===== src/rtl/halfword_mac_pkg.sv =====
package halfword_mac_pkg;

  // Bit positions inside the condition field
  localparam int COND_LT = 3;
  localparam int COND_GT = 2;
  localparam int COND_EQ = 1;
  localparam int COND_SO = 0;
  localparam int COND_W  = 4;

  // Bit positions inside the pairing selector
  localparam int SEL_SIGNED = 0;
  localparam int SEL_A_LOW  = 2;
  localparam int SEL_B_LOW  = 3;
  localparam int SEL_W      = 4;

  typedef struct packed {
    logic [SEL_W-1:0] pairSel;
    logic             accEn;
    logic             negEn;
    logic             ovRecord;
    logic             satEn;
    logic             recEn;
  } macCmd_t;

  // Strobes from control to datapath
  typedef struct packed {
    logic capture;
    logic loadCond;
  } dpStrobe_t;

endpackage


===== src/rtl/halfword_mac_opsel.sv =====
module halfword_mac_opsel #(
  parameter int DATA_W = 32
) (
  input  logic [DATA_W-1:0] word,
  input  logic              pickLow,
  input  logic              signedMode,
  output logic [DATA_W-1:0] extOp
);
  localparam int HALF_W = DATA_W / 2;

  logic [HALF_W-1:0] half;
  logic              fillBit;

  always_comb begin
    half    = pickLow ? word[HALF_W-1:0] : word[DATA_W-1:HALF_W];
    fillBit = signedMode & half[HALF_W-1];
    extOp   = {{(DATA_W-HALF_W){fillBit}}, half};
  end
endmodule


===== src/rtl/halfword_mac_datapath.sv =====
module halfword_mac_datapath
  import halfword_mac_pkg::*;
#(
  parameter int DATA_W = 32
) (
  input  logic              clk,
  input  logic              rstN,
  input  logic [DATA_W-1:0] srcA,
  input  logic [DATA_W-1:0] srcB,
  input  logic [DATA_W-1:0] accT,
  input  macCmd_t           cmd,
  input  dpStrobe_t         strobe,
  input  logic              soNext,
  output logic              ovfDet,
  output logic [DATA_W-1:0] result,
  output logic [COND_W-1:0] condField
);
  localparam int MSB = DATA_W - 1;

  logic [DATA_W-1:0] srcWord [2];
  logic [DATA_W-1:0] extOp   [2];
  logic [DATA_W-1:0] product;
  logic [DATA_W-1:0] addend;
  logic [DATA_W:0]   sumWide;
  logic [DATA_W-1:0] sum;
  logic [DATA_W-1:0] clampVal;
  logic [DATA_W-1:0] finalRes;
  logic [COND_W-1:0] condNext;
  logic              isSigned;
  logic              signedOvf;
  logic              unsignedOvf;
  logic [DATA_W-1:0] resultQ;
  logic [COND_W-1:0] condQ;

  assign srcWord[0] = srcA;
  assign srcWord[1] = srcB;
  assign isSigned   = cmd.pairSel[SEL_SIGNED];

  // One half selector per source word
  for (genvar gi = 0; gi < 2; gi++) begin : g_opsel
    halfword_mac_opsel #(.DATA_W(DATA_W)) u_opsel (
      .word      (srcWord[gi]),
      .pickLow   (cmd.pairSel[SEL_A_LOW + gi]),
      .signedMode(isSigned),
      .extOp     (extOp[gi])
    );
  end

  always_comb begin
    product     = extOp[0] * extOp[1];
    addend      = cmd.negEn ? -product : product;
    sumWide     = {1'b0, accT} + {1'b0, addend};
    sum         = sumWide[DATA_W-1:0];
    signedOvf   = (accT[MSB] == addend[MSB]) && (sum[MSB] != accT[MSB]);
    unsignedOvf = sumWide[DATA_W];
    ovfDet      = cmd.accEn && (isSigned ? signedOvf : unsignedOvf);
    clampVal    = isSigned ? {accT[MSB], {(DATA_W-1){~accT[MSB]}}}
                           : {DATA_W{1'b1}};
    if (!cmd.accEn)
      finalRes = product;
    else if (cmd.satEn && ovfDet)
      finalRes = clampVal;
    else
      finalRes = sum;
    condNext[COND_LT] = finalRes[MSB];
    condNext[COND_GT] = ~finalRes[MSB] & (|finalRes);
    condNext[COND_EQ] = ~(|finalRes);
    condNext[COND_SO] = soNext;
  end

  always_ff @(posedge clk or negedge rstN) begin
    if (!rstN) begin
      resultQ <= '0;
      condQ   <= '0;
    end else begin
      if (strobe.capture)  resultQ <= finalRes;
      if (strobe.loadCond) condQ   <= condNext;
    end
  end

  assign result    = resultQ;
  assign condField = condQ;
endmodule


===== src/rtl/halfword_mac_ctrl.sv =====
module halfword_mac_ctrl
  import halfword_mac_pkg::*;
(
  input  logic      clk,
  input  logic      rstN,
  input  logic      inValid,
  input  logic      outReady,
  input  macCmd_t   cmd,
  input  logic      ovfDet,
  output logic      inReady,
  output logic      outValid,
  output logic      ovFlag,
  output logic      soFlag,
  output logic      soNext,
  output dpStrobe_t strobe
);
  logic validQ;
  logic ovQ;
  logic soQ;
  logic accept;
  logic updFlags;
  logic ovNext;

  always_comb begin
    inReady         = !validQ || outReady;
    accept          = inValid && inReady;
    updFlags        = accept && cmd.accEn && cmd.ovRecord;
    ovNext          = updFlags ? ovfDet : ovQ;
    soNext          = soQ | (updFlags & ovfDet);
    strobe.capture  = accept;
    strobe.loadCond = accept && cmd.recEn;
  end

  always_ff @(posedge clk or negedge rstN) begin
    if (!rstN) begin
      validQ <= 1'b0;
      ovQ    <= 1'b0;
      soQ    <= 1'b0;
    end else begin
      if (accept)        validQ <= 1'b1;
      else if (outReady) validQ <= 1'b0;
      ovQ <= ovNext;
      soQ <= soNext;
    end
  end

  assign outValid = validQ;
  assign ovFlag   = ovQ;
  assign soFlag   = soQ;
endmodule


===== src/rtl/halfword_mac.sv =====
module halfword_mac
  import halfword_mac_pkg::*;
#(
  parameter int DATA_W = 32
) (
  input  logic              clk,
  input  logic              rstN,
  input  logic              inValid,
  output logic              inReady,
  input  logic [DATA_W-1:0] srcA,
  input  logic [DATA_W-1:0] srcB,
  input  logic [DATA_W-1:0] accT,
  input  logic [3:0]        pairSel,
  input  logic              accEn,
  input  logic              negEn,
  input  logic              ovRecord,
  input  logic              satEn,
  input  logic              recEn,
  output logic              outValid,
  input  logic              outReady,
  output logic [DATA_W-1:0] result,
  output logic              ovFlag,
  output logic              soFlag,
  output logic [3:0]        condField
);
  macCmd_t   cmd;
  dpStrobe_t strobe;
  logic      ovfDet;
  logic      soNext;

  assign cmd = '{pairSel: pairSel, accEn: accEn, negEn: negEn,
                 ovRecord: ovRecord, satEn: satEn, recEn: recEn};

  halfword_mac_ctrl u_ctrl (
    .clk     (clk),
    .rstN    (rstN),
    .inValid (inValid),
    .outReady(outReady),
    .cmd     (cmd),
    .ovfDet  (ovfDet),
    .inReady (inReady),
    .outValid(outValid),
    .ovFlag  (ovFlag),
    .soFlag  (soFlag),
    .soNext  (soNext),
    .strobe  (strobe)
  );

  halfword_mac_datapath #(.DATA_W(DATA_W)) u_dp (
    .clk      (clk),
    .rstN     (rstN),
    .srcA     (srcA),
    .srcB     (srcB),
    .accT     (accT),
    .cmd      (cmd),
    .strobe   (strobe),
    .soNext   (soNext),
    .ovfDet   (ovfDet),
    .result   (result),
    .condField(condField)
  );
endmodule


===== config.mk =====
export PLATFORM = sky130hd
export DESIGN_NAME = halfword_mac
export DESIGN_NICKNAME = d
export VERILOG_FILES = /design/src/rtl/halfword_mac_pkg.sv /design/src/rtl/halfword_mac_opsel.sv /design/src/rtl/halfword_mac_datapath.sv /design/src/rtl/halfword_mac_ctrl.sv /design/src/rtl/halfword_mac.sv
export SDC_FILE = /design/constraint.sdc
export NUM_CORES = 1
export LEC_CHECK = 0
export ABC_AREA = 1
export BUFFER_PORTS_ARGS = -buffer_cell sky130_fd_sc_hd__buf_2
export CAP_MARGIN = 20
export CORE_MARGIN = 4
export CORE_UTILIZATION = 25
export DETAILED_ROUTE_END_ITERATION = 7
export RECOVER_POWER = 25
export SYNTH_ARGS = -nofsm -noshare
export SYNTH_HDL_FRONTEND = slang
export SYNTH_SLANG_ARGS = --single-unit
export TNS_END_PERCENT = 10

===== constraint.sdc =====
create_clock -name clk -period 1.15 [get_ports clk]
set_input_delay 0.23 -clock clk [delete_from_list [all_inputs] [get_ports clk]]
set_output_delay 0.23 -clock clk [all_outputs]
set_load 0.01 [all_outputs]

==> Flow_metrics.wiki <==
{| class="wikitable"
! Metric !! Value
|-
| Number of antenna violations at the first check in global routing || 0
|-
| Unrepaired setup endpoints after global routing || true
|-
| Cell seen most often among critical-path stages || sky130_fd_sc_hd__nand2_1
|-
| Layout cell share with drive strength beyond 1 || 0.362
|-
| Detail Placement HPWL || approximately 46000 µm
|-
| Number of CTS-inserted buffers || 5
|-
| Outcome || complete, but fails checks
|-
| Most used DFF post-synth || sky130_fd_sc_hd__dfrtp_1
|-
| Number of iterations in the first detailed-routing pass || 5
|-
| Post-synthesis share of cell area spent on full adders, half adders and majority gates || 0.447
|-
| Die ar. || 67900 µm²
|-
| Num rows || 92
|-
| Die height || 261 µm
|-
| Synth Area in Compound Gates || 0.0637
|-
| Simple-gate share of the synthesized area || 0.243
|-
| Placer Congestion || 0.923
|-
| Mean routed wirelength per cell || 14.4 µm
|-
| Class of the tightest hold or removal check || in2reg
|-
| Number of flops mapped to enable cells by yosys || 0
|-
| Clock sink count || 39
|-
| Worst Hold End || u_ctrl.outValid$_DFFE_PN0P_
|-
| Setup crit start kind || input port
|-
| Global-route wire length before repair || between 80000 and 90000 µm
|-
| Number of placed cells counting well taps || 3652
|-
| Number of max-slew violations in the final report || 0
|-
| Critical-path cell with the highest stage delay || sky130_fd_sc_hd__fa_2
|-
| All-layer global routing usage || 0.158
|-
| CTS clk-pin slew, worst paths || 0.06 ns
|-
| F_max || 118 MHz
|-
| Vias/cell || 4.32
|-
| Total setup violations reported at the end of the flow || 39
|-
| Main combinational cell family by area after synthesis || adder cells
|-
| Area share of the largest cell type after synthesis || 0.355
|-
| Violations in the final reports || setup timing
|-
| Crit path arrival time || 8.62 ns
|-
| Period Utilization, post-route || 7.34
|-
| Most frequent standard cell in the layout excluding fill and tap cells || sky130_fd_sc_hd__buf_4
|-
| Endpoint type of the worst setup path || register
|-
| Syn nets || 2744
|-
| Initial DRC count || between 700 and 800
|-
| Final critical path time including I/O delays and setup || around 8.4 ns
|-
| Later-pin clock latency in the skew report || 0.28 ns
|-
| Via count of the first global-routing pass || 17000
|-
| Reg-to-reg setup timing slack || -0.08 ns
|-
| Total wire length || 53900 µm
|-
| Post-synthesis cell area || 15900 µm²
|-
| Total number of vias || between 15000 and 20000
|-
| Final count of hold timing violations || 0
|-
| Share of async-settable or async-resettable flops after synthesis || 1.00
|-
| Die boundary width || 261 µm
|-
| Commonest non-fill, non-tap cells in the layout || sky130_fd_sc_hd__buf_4, sky130_fd_sc_hd__nand2_1, sky130_fd_sc_hd__inv_1
|-
| Worst r2r dst || u_dp.condField[0]$_DFFE_PN0P_
|-
| Clock Tree Buf Depth || 2
|-
| Post-route clock skew || 0.00506 ns
|-
| Initial Util || 0.253
|-
| Remaining global-route overflow || 0
|-
| Parity-gate share of the synthesized area counting xor and xnor cells || 0.0516
|-
| Root buffer cell || sky130_fd_sc_hd__clkbuf_16
|-
| Number of standard cells in the layout, taps in and fillers out || 3733
|-
| Headroom to the max-slew limit || 0.630
|-
| Worst Hold Launch || outReady
|-
| Cell taking the most area after synthesis || sky130_fd_sc_hd__fa_1
|-
| H-Tree Level Count || 2
|-
| Multiplexer share of the synthesized area || 0.00133
|-
| Drt drc || 0
|-
| Register-to-Register Path Depth || 6
|-
| Standard cell core area || around 63000 µm²
|-
| Syn avg cell area || 7.13 µm²
|-
| Mapped Cells || roughly 2200
|-
| Worst hold path cell count || 4
|-
| Origin of the critical flop-to-flop path || u_ctrl.outValid$_DFFE_PN0P_
|-
| Slew at the pin closest to its max-slew limit || 0.556 ns
|-
| Data required, critical path || 1.33 ns
|-
| Largest driver fanout on the critical path || 7
|-
| Unique masters post-synth || 48
|-
| Setup CP Type || in2reg
|-
| Yosys warning count || 0
|-
| Layout overhead on the synthesized area || 49.5%
|-
| Final antenna-violating net count || 0
|-
| Number of inserted diodes || 0
|-
| Max-capacitance violation count || 0
|-
| # port buffers || 147
|-
| Pin count of the biggest net entering global routing || 40
|-
| Number of flip-flops and latches in the synthesized netlist || 39
|-
| Post-layout nets || 3395
|-
| Fraction of the yosys area taken by sequential cells || 0.0612
|-
| Peak per-stage delay on the critical path || between 0.6 and 0.7 ns
|-
| Final worst-path setup slack || -7.29 ns
|-
| Final core utilization || 0.378
|-
| CTS tree || built
|-
| Number of I/O pins || 149
|-
| Synth area leaders || sky130_fd_sc_hd__fa_1, sky130_fd_sc_hd__nand2_1, sky130_fd_sc_hd__inv_1
|}
layer usage:
metal  wire length [µm]  share of wire  track usage
met1              21500           0.40        0.193
met2              27600           0.51        0.288
met3               3000          0.056       0.0242
met4               1760          0.033       0.0438
met5                  0              0            0
synth_stat cells, types with 2 or more instances:
cell type and number:
sky130_fd_sc_hd__a21o_1 4, sky130_fd_sc_hd__a21oi_1 69, sky130_fd_sc_hd__a21oi_2 2, sky130_fd_sc_hd__and2_1 3, sky130_fd_sc_hd__buf_2 3, sky130_fd_sc_hd__buf_4 2, sky130_fd_sc_hd__clkbuf_1 39, sky130_fd_sc_hd__clkinv_1 13
sky130_fd_sc_hd__dfrtp_1 39, sky130_fd_sc_hd__fa_1 283, sky130_fd_sc_hd__ha_1 116, sky130_fd_sc_hd__inv_1 486, sky130_fd_sc_hd__inv_2 12, sky130_fd_sc_hd__nand2_1 557, sky130_fd_sc_hd__nand2_2 4, sky130_fd_sc_hd__nand3_1 68
sky130_fd_sc_hd__nand3_2 4, sky130_fd_sc_hd__nand3b_1 2, sky130_fd_sc_hd__nand4_1 10, sky130_fd_sc_hd__nor2_1 272, sky130_fd_sc_hd__nor2_2 3, sky130_fd_sc_hd__nor3_1 17, sky130_fd_sc_hd__nor3_2 5, sky130_fd_sc_hd__o21ai_0 69
sky130_fd_sc_hd__o21ai_1 27, sky130_fd_sc_hd__o21ai_2 2, sky130_fd_sc_hd__o21bai_1 7, sky130_fd_sc_hd__or2_1 2, sky130_fd_sc_hd__or2_2 7, sky130_fd_sc_hd__xnor2_1 21, sky130_fd_sc_hd__xor2_1 71
logic make-up (layout without fill, tap and decap cells):
family          count (synthesis)  count (layout)
compound gates                187             187
buf+inv                       557            1208
xor+xnor                       93              93
mux                             2               2
simple gates                  959             959
fa+ha+maj                     399             399
flops                          39              39
worst max-delay path by stage:
| stage | startpoint | end | slack (ns) | depth (start not counted) |
|---|---|---|---|---|
| after global routing | pairSel[3] | u_dp.condField[2]$_DFFE_PN0P_ | -7.82 | 56 |
| after floorplan | pairSel[3] | u_dp.condField[2]$_DFFE_PN0P_ | -6.75 | 55 |
| after CTS | pairSel[3] | u_dp.condField[2]$_DFFE_PN0P_ | -7.20 | 57 |
| final | pairSel[3] | u_dp.condField[2]$_DFFE_PN0P_ | -7.29 | 59 |
| after global placement | pairSel[2] | u_dp.condField[2]$_DFFE_PN0P_ | -7.81 | 50 |
| after detailed placement | pairSel[2] | u_dp.condField[2]$_DFFE_PN0P_ | -7.81 | 50 |
cell type report:
cell class,instances,area [µm²]
repair buffers,689,5310
inverters,511,1980
well taps,846,1060
multi-input cells,1640,14400
fillers,6574,39300
repair inverters,1,7.51
clock inverters,1,5.00
clock buffers,6,139
flip-flops and latches,39,976
flip-flops by register name, summed over array words and instances (netlist names):
register,flops
u_ctrl.outValid,1
u_ctrl.ovFlag,1
u_ctrl.soFlag,1
u_dp.condField,4
u_dp.result,32
critical path, delay by kind of cell:
family	cells	cell delay, ns
fa+ha+maj	8	3.56
simple gates	32	2.72
buf+inv	16	1.79
xor+xnor	2	0.26
compound gates	1	0.06
through the flow:
stage               hold WS (ns)  setup WS [ns]  area, µm²  TNS, ns
floorplan                -0.0656          -6.75      16700  -242.88
global placement           0.209          -7.81      21800  -283.82
detailed placement         0.214          -7.81      21800  -284.91
CTS                        0.220          -7.20      22700  -264.09
global route               0.300          -7.82      23800  -284.49
finish                     0.282          -7.29      23800  -266.30
timing repair:
| action | 4_1_cts | 5_1_grt |
|---|---|---|
| hold endpoints to repair | 39 | 0 |
| setup endpoints to repair | 39 | 40 |
| buffers inserted | 28 | 38 |
| pin swaps | 54 | 109 |
| gates resized for setup | 134 | 204 |
| hold buffers | 1 | 0 |
| gates cloned | 4 | 3 |
Power is not shown: default switching activity piles up to over one toggle a cycle in this logic, so the estimate is an artifact.
